File: src/rtl/tmr_chan.sv
module tmr_chan #(
  parameter int DW          = 32,
  parameter int AW          = 6,
  parameter bit HAS_CAPTURE = 1'b0,
  parameter bit HAS_EXTCLK  = 1'b0
) (
  input  logic          clk,
  input  logic          rst_n,
  input  logic          run_i,
  input  logic          rd_en,
  input  logic          wr_en,
  input  logic [AW-1:0] addr,
  input  logic [DW-1:0] wdata,
  output logic [DW-1:0] rdata,
  output logic          irq_o,
  output logic          err_o
);
  localparam int PW = 10;
  localparam int WW = AW - 2;
  localparam logic [WW-1:0] W_RLD = WW'(0);
  localparam logic [WW-1:0] W_CNT = WW'(1);
  localparam logic [WW-1:0] W_CTL = WW'(2);
  localparam logic [WW-1:0] W_CAP = WW'(3);

  logic [DW-1:0] reload_q, cnt_q, cap_rd;
  logic [7:0]    ctrl_q;
  logic          flag_q, irq_q, err_q;
  logic [PW-1:0] pre_q, pre_lim;

  logic [WW-1:0] word;
  logic [2:0]    psc_w;
  logic [1:0]    edge_w, cape_w;
  logic          ctrl_bad, word_ok, acc, bad_acc;
  logic          ctrl_wr, cnt_wr, rld_wr, cap_wr;
  logic          ext_sel, tick, unf;

  assign word   = addr[AW-1:2];
  assign psc_w  = wdata[2:0];
  assign edge_w = wdata[4:3];
  assign cape_w = wdata[7:6];

  assign ctrl_bad = (|wdata[DW-1:10])
                  | (psc_w == 3'd5)
                  | (psc_w[2] & psc_w[1] & !HAS_EXTCLK)
                  | ((edge_w != 2'd0) & !HAS_EXTCLK)
                  | (cape_w == 2'd1)
                  | ((cape_w != 2'd0) & !HAS_CAPTURE)
                  | (wdata[9] & !HAS_CAPTURE);

  assign word_ok = (word == W_RLD) | (word == W_CNT) | (word == W_CTL)
                 | ((word == W_CAP) & HAS_CAPTURE);
  assign acc     = rd_en | wr_en;
  assign bad_acc = acc & (!word_ok | (wr_en & (word == W_CTL) & ctrl_bad));

  assign ctrl_wr = wr_en & (word == W_CTL) & !ctrl_bad;
  assign cnt_wr  = wr_en & (word == W_CNT);
  assign rld_wr  = wr_en & (word == W_RLD);
  assign cap_wr  = wr_en & (word == W_CAP) & HAS_CAPTURE;

  assign ext_sel = ctrl_q[2] & ctrl_q[1];

  always_comb begin
    case (ctrl_q[2:0])
      3'd0:    pre_lim = PW'(3);
      3'd1:    pre_lim = PW'(15);
      3'd2:    pre_lim = PW'(63);
      3'd3:    pre_lim = PW'(255);
      default: pre_lim = PW'(1023);
    endcase
  end

  assign tick = run_i & !ext_sel & !ctrl_wr & (pre_q == pre_lim);
  assign unf  = tick & !cnt_wr & (cnt_q == '0);

  always_ff @(posedge clk or negedge rst_n) begin
    if (!rst_n)                pre_q <= '0;
    else if (ctrl_wr)          pre_q <= '0;
    else if (run_i & !ext_sel) pre_q <= (pre_q == pre_lim) ? '0 : pre_q + 1'b1;
  end

  always_ff @(posedge clk or negedge rst_n) begin
    if (!rst_n)      cnt_q <= '1;
    else if (cnt_wr) cnt_q <= wdata;
    else if (unf)    cnt_q <= reload_q;
    else if (tick)   cnt_q <= cnt_q - 1'b1;
  end

  always_ff @(posedge clk or negedge rst_n) begin
    if (!rst_n)      reload_q <= '1;
    else if (rld_wr) reload_q <= wdata;
  end

  always_ff @(posedge clk or negedge rst_n) begin
    if (!rst_n) begin
      ctrl_q <= '0;
      flag_q <= 1'b0;
    end else begin
      if (ctrl_wr) ctrl_q <= wdata[7:0];
      if (ctrl_wr & !wdata[8]) flag_q <= 1'b0;
      else if (unf)            flag_q <= 1'b1;
    end
  end

  always_ff @(posedge clk or negedge rst_n) begin
    if (!rst_n) begin
      irq_q <= 1'b0;
      err_q <= 1'b0;
    end else begin
      irq_q <= flag_q & ctrl_q[5];
      err_q <= bad_acc;
    end
  end

  generate
    if (HAS_CAPTURE) begin : g_cap
      logic [DW-1:0] cap_q;
      always_ff @(posedge clk or negedge rst_n) begin
        if (!rst_n)      cap_q <= '0;
        else if (cap_wr) cap_q <= wdata;
      end
      assign cap_rd = cap_q;
    end else begin : g_nocap
      assign cap_rd = '0;
    end
  endgenerate

  always_comb begin
    rdata = '0;
    if (word == W_RLD)      rdata = reload_q;
    else if (word == W_CNT) rdata = cnt_q;
    else if (word == W_CTL) rdata = DW'({flag_q, ctrl_q});
    else if (word == W_CAP) rdata = cap_rd;
  end

  assign irq_o = irq_q;
  assign err_o = err_q;

  AST_HOLD_STOPPED: assert property (@(posedge clk) disable iff (!rst_n)
    (!run_i && !cnt_wr) |=> $stable(cnt_q));
  AST_FLAG_NEEDS_RUN: assert property (@(posedge clk) disable iff (!rst_n)
    $rose(flag_q) |-> $past(run_i));
  AST_RELOAD_ON_ZERO: assert property (@(posedge clk) disable iff (!rst_n)
    (tick && !cnt_wr && cnt_q == '0) |=> (cnt_q == $past(reload_q) && flag_q));
  AST_DECREMENT: assert property (@(posedge clk) disable iff (!rst_n)
    (tick && !cnt_wr && cnt_q != '0) |=> (cnt_q == $past(cnt_q) - 1'b1));
  AST_REJECT_KEEPS: assert property (@(posedge clk) disable iff (!rst_n)
    (wr_en && bad_acc) |=> ($stable(ctrl_q) && $stable(reload_q) && err_o));
  AST_IRQ_FOLLOWS: assert property (@(posedge clk) disable iff (!rst_n)
    ($rose(flag_q) && ctrl_q[5]) |=> irq_o);
  AST_PHASE_RESTART: assert property (@(posedge clk) disable iff (!rst_n)
    ctrl_wr |=> (pre_q == '0));
endmodule

File: config.mk
export PLATFORM = sky130hd
export DESIGN_NAME = tmr_chan
export DESIGN_NICKNAME = d
export VERILOG_FILES = /design/src/rtl/tmr_chan.sv
export SDC_FILE = /design/constraint.sdc
export NUM_CORES = 1
export LEC_CHECK = 0
export BUFFER_PORTS_ARGS = -buffer_cell sky130_fd_sc_hd__buf_2
export CORE_ASPECT_RATIO = 1.25
export CORE_UTILIZATION = 40
export CTS_CLUSTER_SIZE = 28
export DETAILED_ROUTE_END_ITERATION = 8
export GPL_ROUTABILITY_DRIVEN = 0
export PLACE_DENSITY_LB_ADDON = 0.2
export SYNTH_ARGS = -nofsm -noshare
export SYNTH_HDL_FRONTEND = slang
export SYNTH_SLANG_ARGS = --single-unit
File: constraint.sdc
create_clock -name clk -period 3.1 [get_ports clk]
set_input_delay 0.62 -clock clk [delete_from_list [all_inputs] [get_ports clk]]
set_output_delay 0.62 -clock clk [all_outputs]
set_load 0.05 [all_outputs]
==> metrics.md <==
| Metric | Value |
|---|---|
| Main flop type after synthesis | dfstp_2 |
| Die Wd | 102 um |
| Startpoint types | flip-flop |
| Area grow syn2layout | 22.0% |
| Critical path buffers and inverters | 0 |
| HP Class | in -> async |
| Slew Limit Fails | 0 |
| GRT Overall Usage | 24.2% |
| Vias | 4733 |
| Largest net degree at the start of global routing | 61 |
| Largest area contributor in the netlist | dfstp_2 |
| Flops & latches, synth | 85 |
| DR WL/cell | 18.5 um |
| Crit Path Max Fanout | 8 |
| H-tree depth | 3 |
| Clk sinks | 85 |
| RR Startpoint | ctrl_q[2] |
| Placed instance area | 5830 um^2 |
| Commonest non-fill, non-tap cells in the layout | 73 x buf_2, 64 x dfstp_2, 53 x nor2_1 |
| # nets final | 685 |
| FF-to-FF path depth | 6 |
| Filler Cells Inserted | 1177 |
| FF-to-FF End | cnt_q[30] |
| Clk root buf | clkbuf_16 |
| Routed wl met2 | 7.57 mm |
| Syn Area/Cell | 9.05 um^2 |
| I/O Buffers | 74 |
| DR iter-0 viols | 183 |
| PwrDens | 633 nW/um^2 |
| Number of antenna violations at the first check in global routing | 0 |
| Cell row count | 45 |
| DIE HEIGHT | 128 um |
| Die area | 13100 um^2 |
| Synth top area cells | dfstp_2 33%, dfrtp_1 10%, mux2_2 8.0% |
| Final Util | 50.4% |
| Post-Synth Adder-Cell Area | 0.496% |
| Run status | complete, no violations |
| Worst Slack Setup Final | 162 ps |
| Worst Skew | 4.57 ps |
| YS warnings | 0 |
| Post-synth cell types | 52 |
| Post-synth EDFFs | 0 |
| CP max-delay cell | or4_1 |
| # Post-CTS Setup Buffers | 0 |
| First-pass GRT wire length | 24.4 mm |
| Clk slew on worst S/H paths | 60 ps |
| Met3 Wirelength | 620 um |
| Lkg Pwr | 2.56 nW |
| 1st-pass router iterations | 5 |
| Placement Setup Slack | 158 ps |
| Synth Area in Compound Gates | 21.8% |
| Mapped cell area | 5050 um^2 |
| Max_cap viols | 0 |
| Fraction of layout cells with a size suffix above 1 | 37.5% |
| F_max | 340 MHz |
| Crit-path most repeated cell | or4_1 |
| Seq/Total Area, Yosys | 43.7% |
| M1 wire length | 6.38 mm |
| Syn nets | 603 |
| Slew headroom | 32.5% |
| Setup CP Type | reg -> reg |
| CP endpoint kind | flip-flop |
| Resize count post-CTS | 0 |
| Pin slew with the least headroom to its limit | 1010 ps |
| Most common cell after layout, fill and taps aside | buf_2 |
| Critical Path Max Stage Delay | 700 ps |
| Xor and xnor area share after synthesis | 0.520% |
| Post-synthesis mux area share | 9.84% |
| Final setup TNS | 0 ps |
| R2R setup slack | 160 ps |
| Final Hold Fails | 0 |
| Drt via density | 5.85 |
| Core area | 12200 um^2 |
| CTS Buf Count | 9 |
| Hold_buf cts | 0 |
| Final WL | 15.0 mm |
| WP data required | 3360 ps |
| # diodes | 0 |
| Final HPWL DP | 10.6 mm |
| Post-Synth Simple-Gate Area | 20.0% |
| DR top layer | met4 |
| CTS tree | done |
| Antenna-violating nets left | 0 |
| Global route total overflow | 0 |
| Combinational family with the most area after synthesis | compound AO/OA/AOI/OAI gates |
| Yosys top cell area share | 33.3% |
| Ports | 77 |
| Ys async rst share | 100% |
| Final setup violation count | 0 |
| CP Cell Sequence | nor3_1 > mux2i_1 > or4_1 > or4b_4 > or4_1 > a31oi_1 |
| Fin area | 6160 um^2 |
| Final Critical Period | 2940 ps |
| Critical Path AT | 3200 ps |
| CTS max path bufs | 2 |
| Period utilization | 94.8% |
| Vias in the first global route | 4815 |
| Starting Density | 41.3% |
| IR drop worst, VDD | 322 uV |
| RSZ-0062 raised after global routing | no |
| Drt drc | 0 |
| Synth Instances | 558 |
| Family with the most delay on the worst path | simple AND/OR/NAND/NOR gates |
| Clock latency at the later pin of the worst-skew pair | 340 ps |
## stage by stage
stage / cells / hold WS (ps) / power (W)
final: 809 / 386 / 0.00390
after global routing: 809 / 437 / 0.00413
after CTS: 809 / 401 / 0.00393
after detailed placement: 793 / 482 / 0.00273
after global placement: 793 / 479 / 0.00269
after floorplan: 558 / 324 / 0.00237
## area by class of cell
cell class	instances	area (um^2)	area share, %
multi-input cells	426	2730	44.3
flip-flops and latches	85	2210	35.8
repair buffers	105	643	10.4
clock buffers	12	256	4.16
well taps	164	205	3.33
clock inverters	4	70.1	1.14
inverters	13	48.8	0.792
## registers in the layout, indices dropped and copies added, names as in the netlist
name and flops:
cnt_q 32, ctrl_q 8, err_o 1, flag_q 1, irq_o 1, pre_q 10, reload_q 32
## cell families after synthesis
kind of cell,count (synthesis)
adders and majority gates,2
muxes,45
and+or+nand+nor,204
AOI/OAI and AO/OA,172
xor gates and xnor gates,3
buffers and inverters,47
DFF,85
## report_power, final
group	total [W]	switching (W)	internal (W)
logic	0.000906	0.000510	0.000395
registers	0.00182	0.000287	0.00153
clock network	0.00118	0.000430	0.000747
total	0.00390	0.00123	0.00268
## synthesized netlist by cell type, types with 7 or more instances
cell type   n
o21ai_0    49
mux2i_1     8
dfstp_2    64
nand2_1    44
nor3_1     29
or3_1       7
a31oi_1    18
and2_1     12
nand3_1    10
dfrtp_1    21
mux2_2     36
inv_1      13
a22o_1     25
nor4_1     17
nor2_1     53
or4_1       7
clkbuf_1   28
a21oi_1    35
## worst max-delay path by stage
stage / startpoint / endpoint / slack (ps) / depth (start not counted)
finish: ctrl_q[2] / cnt_q[30] / 160 / 6
global route: pre_q[0] / cnt_q[30] / 90 / 7
CTS: ctrl_q[2] / cnt_q[30] / 160 / 6
detailed placement: ctrl_q[2] / cnt_q[30] / 160 / 6
global placement: addr[2] / rdata[28] / 230 / 5
floorplan: addr[2] / rdata[22] / -5 / 5
## metal layers
| layer | vias to the layer above | track usage (%) |
|---|---|---|
| li1 | 2230 | - |
| met1 | 2332 | 30.3 |
| met2 | 141 | 41.3 |
| met3 | 30 | 3.83 |
| met4 | 0 | 9.50 |
| met5 | - | 0 |
No activity file was read; power rests on OpenSTA's default activity.
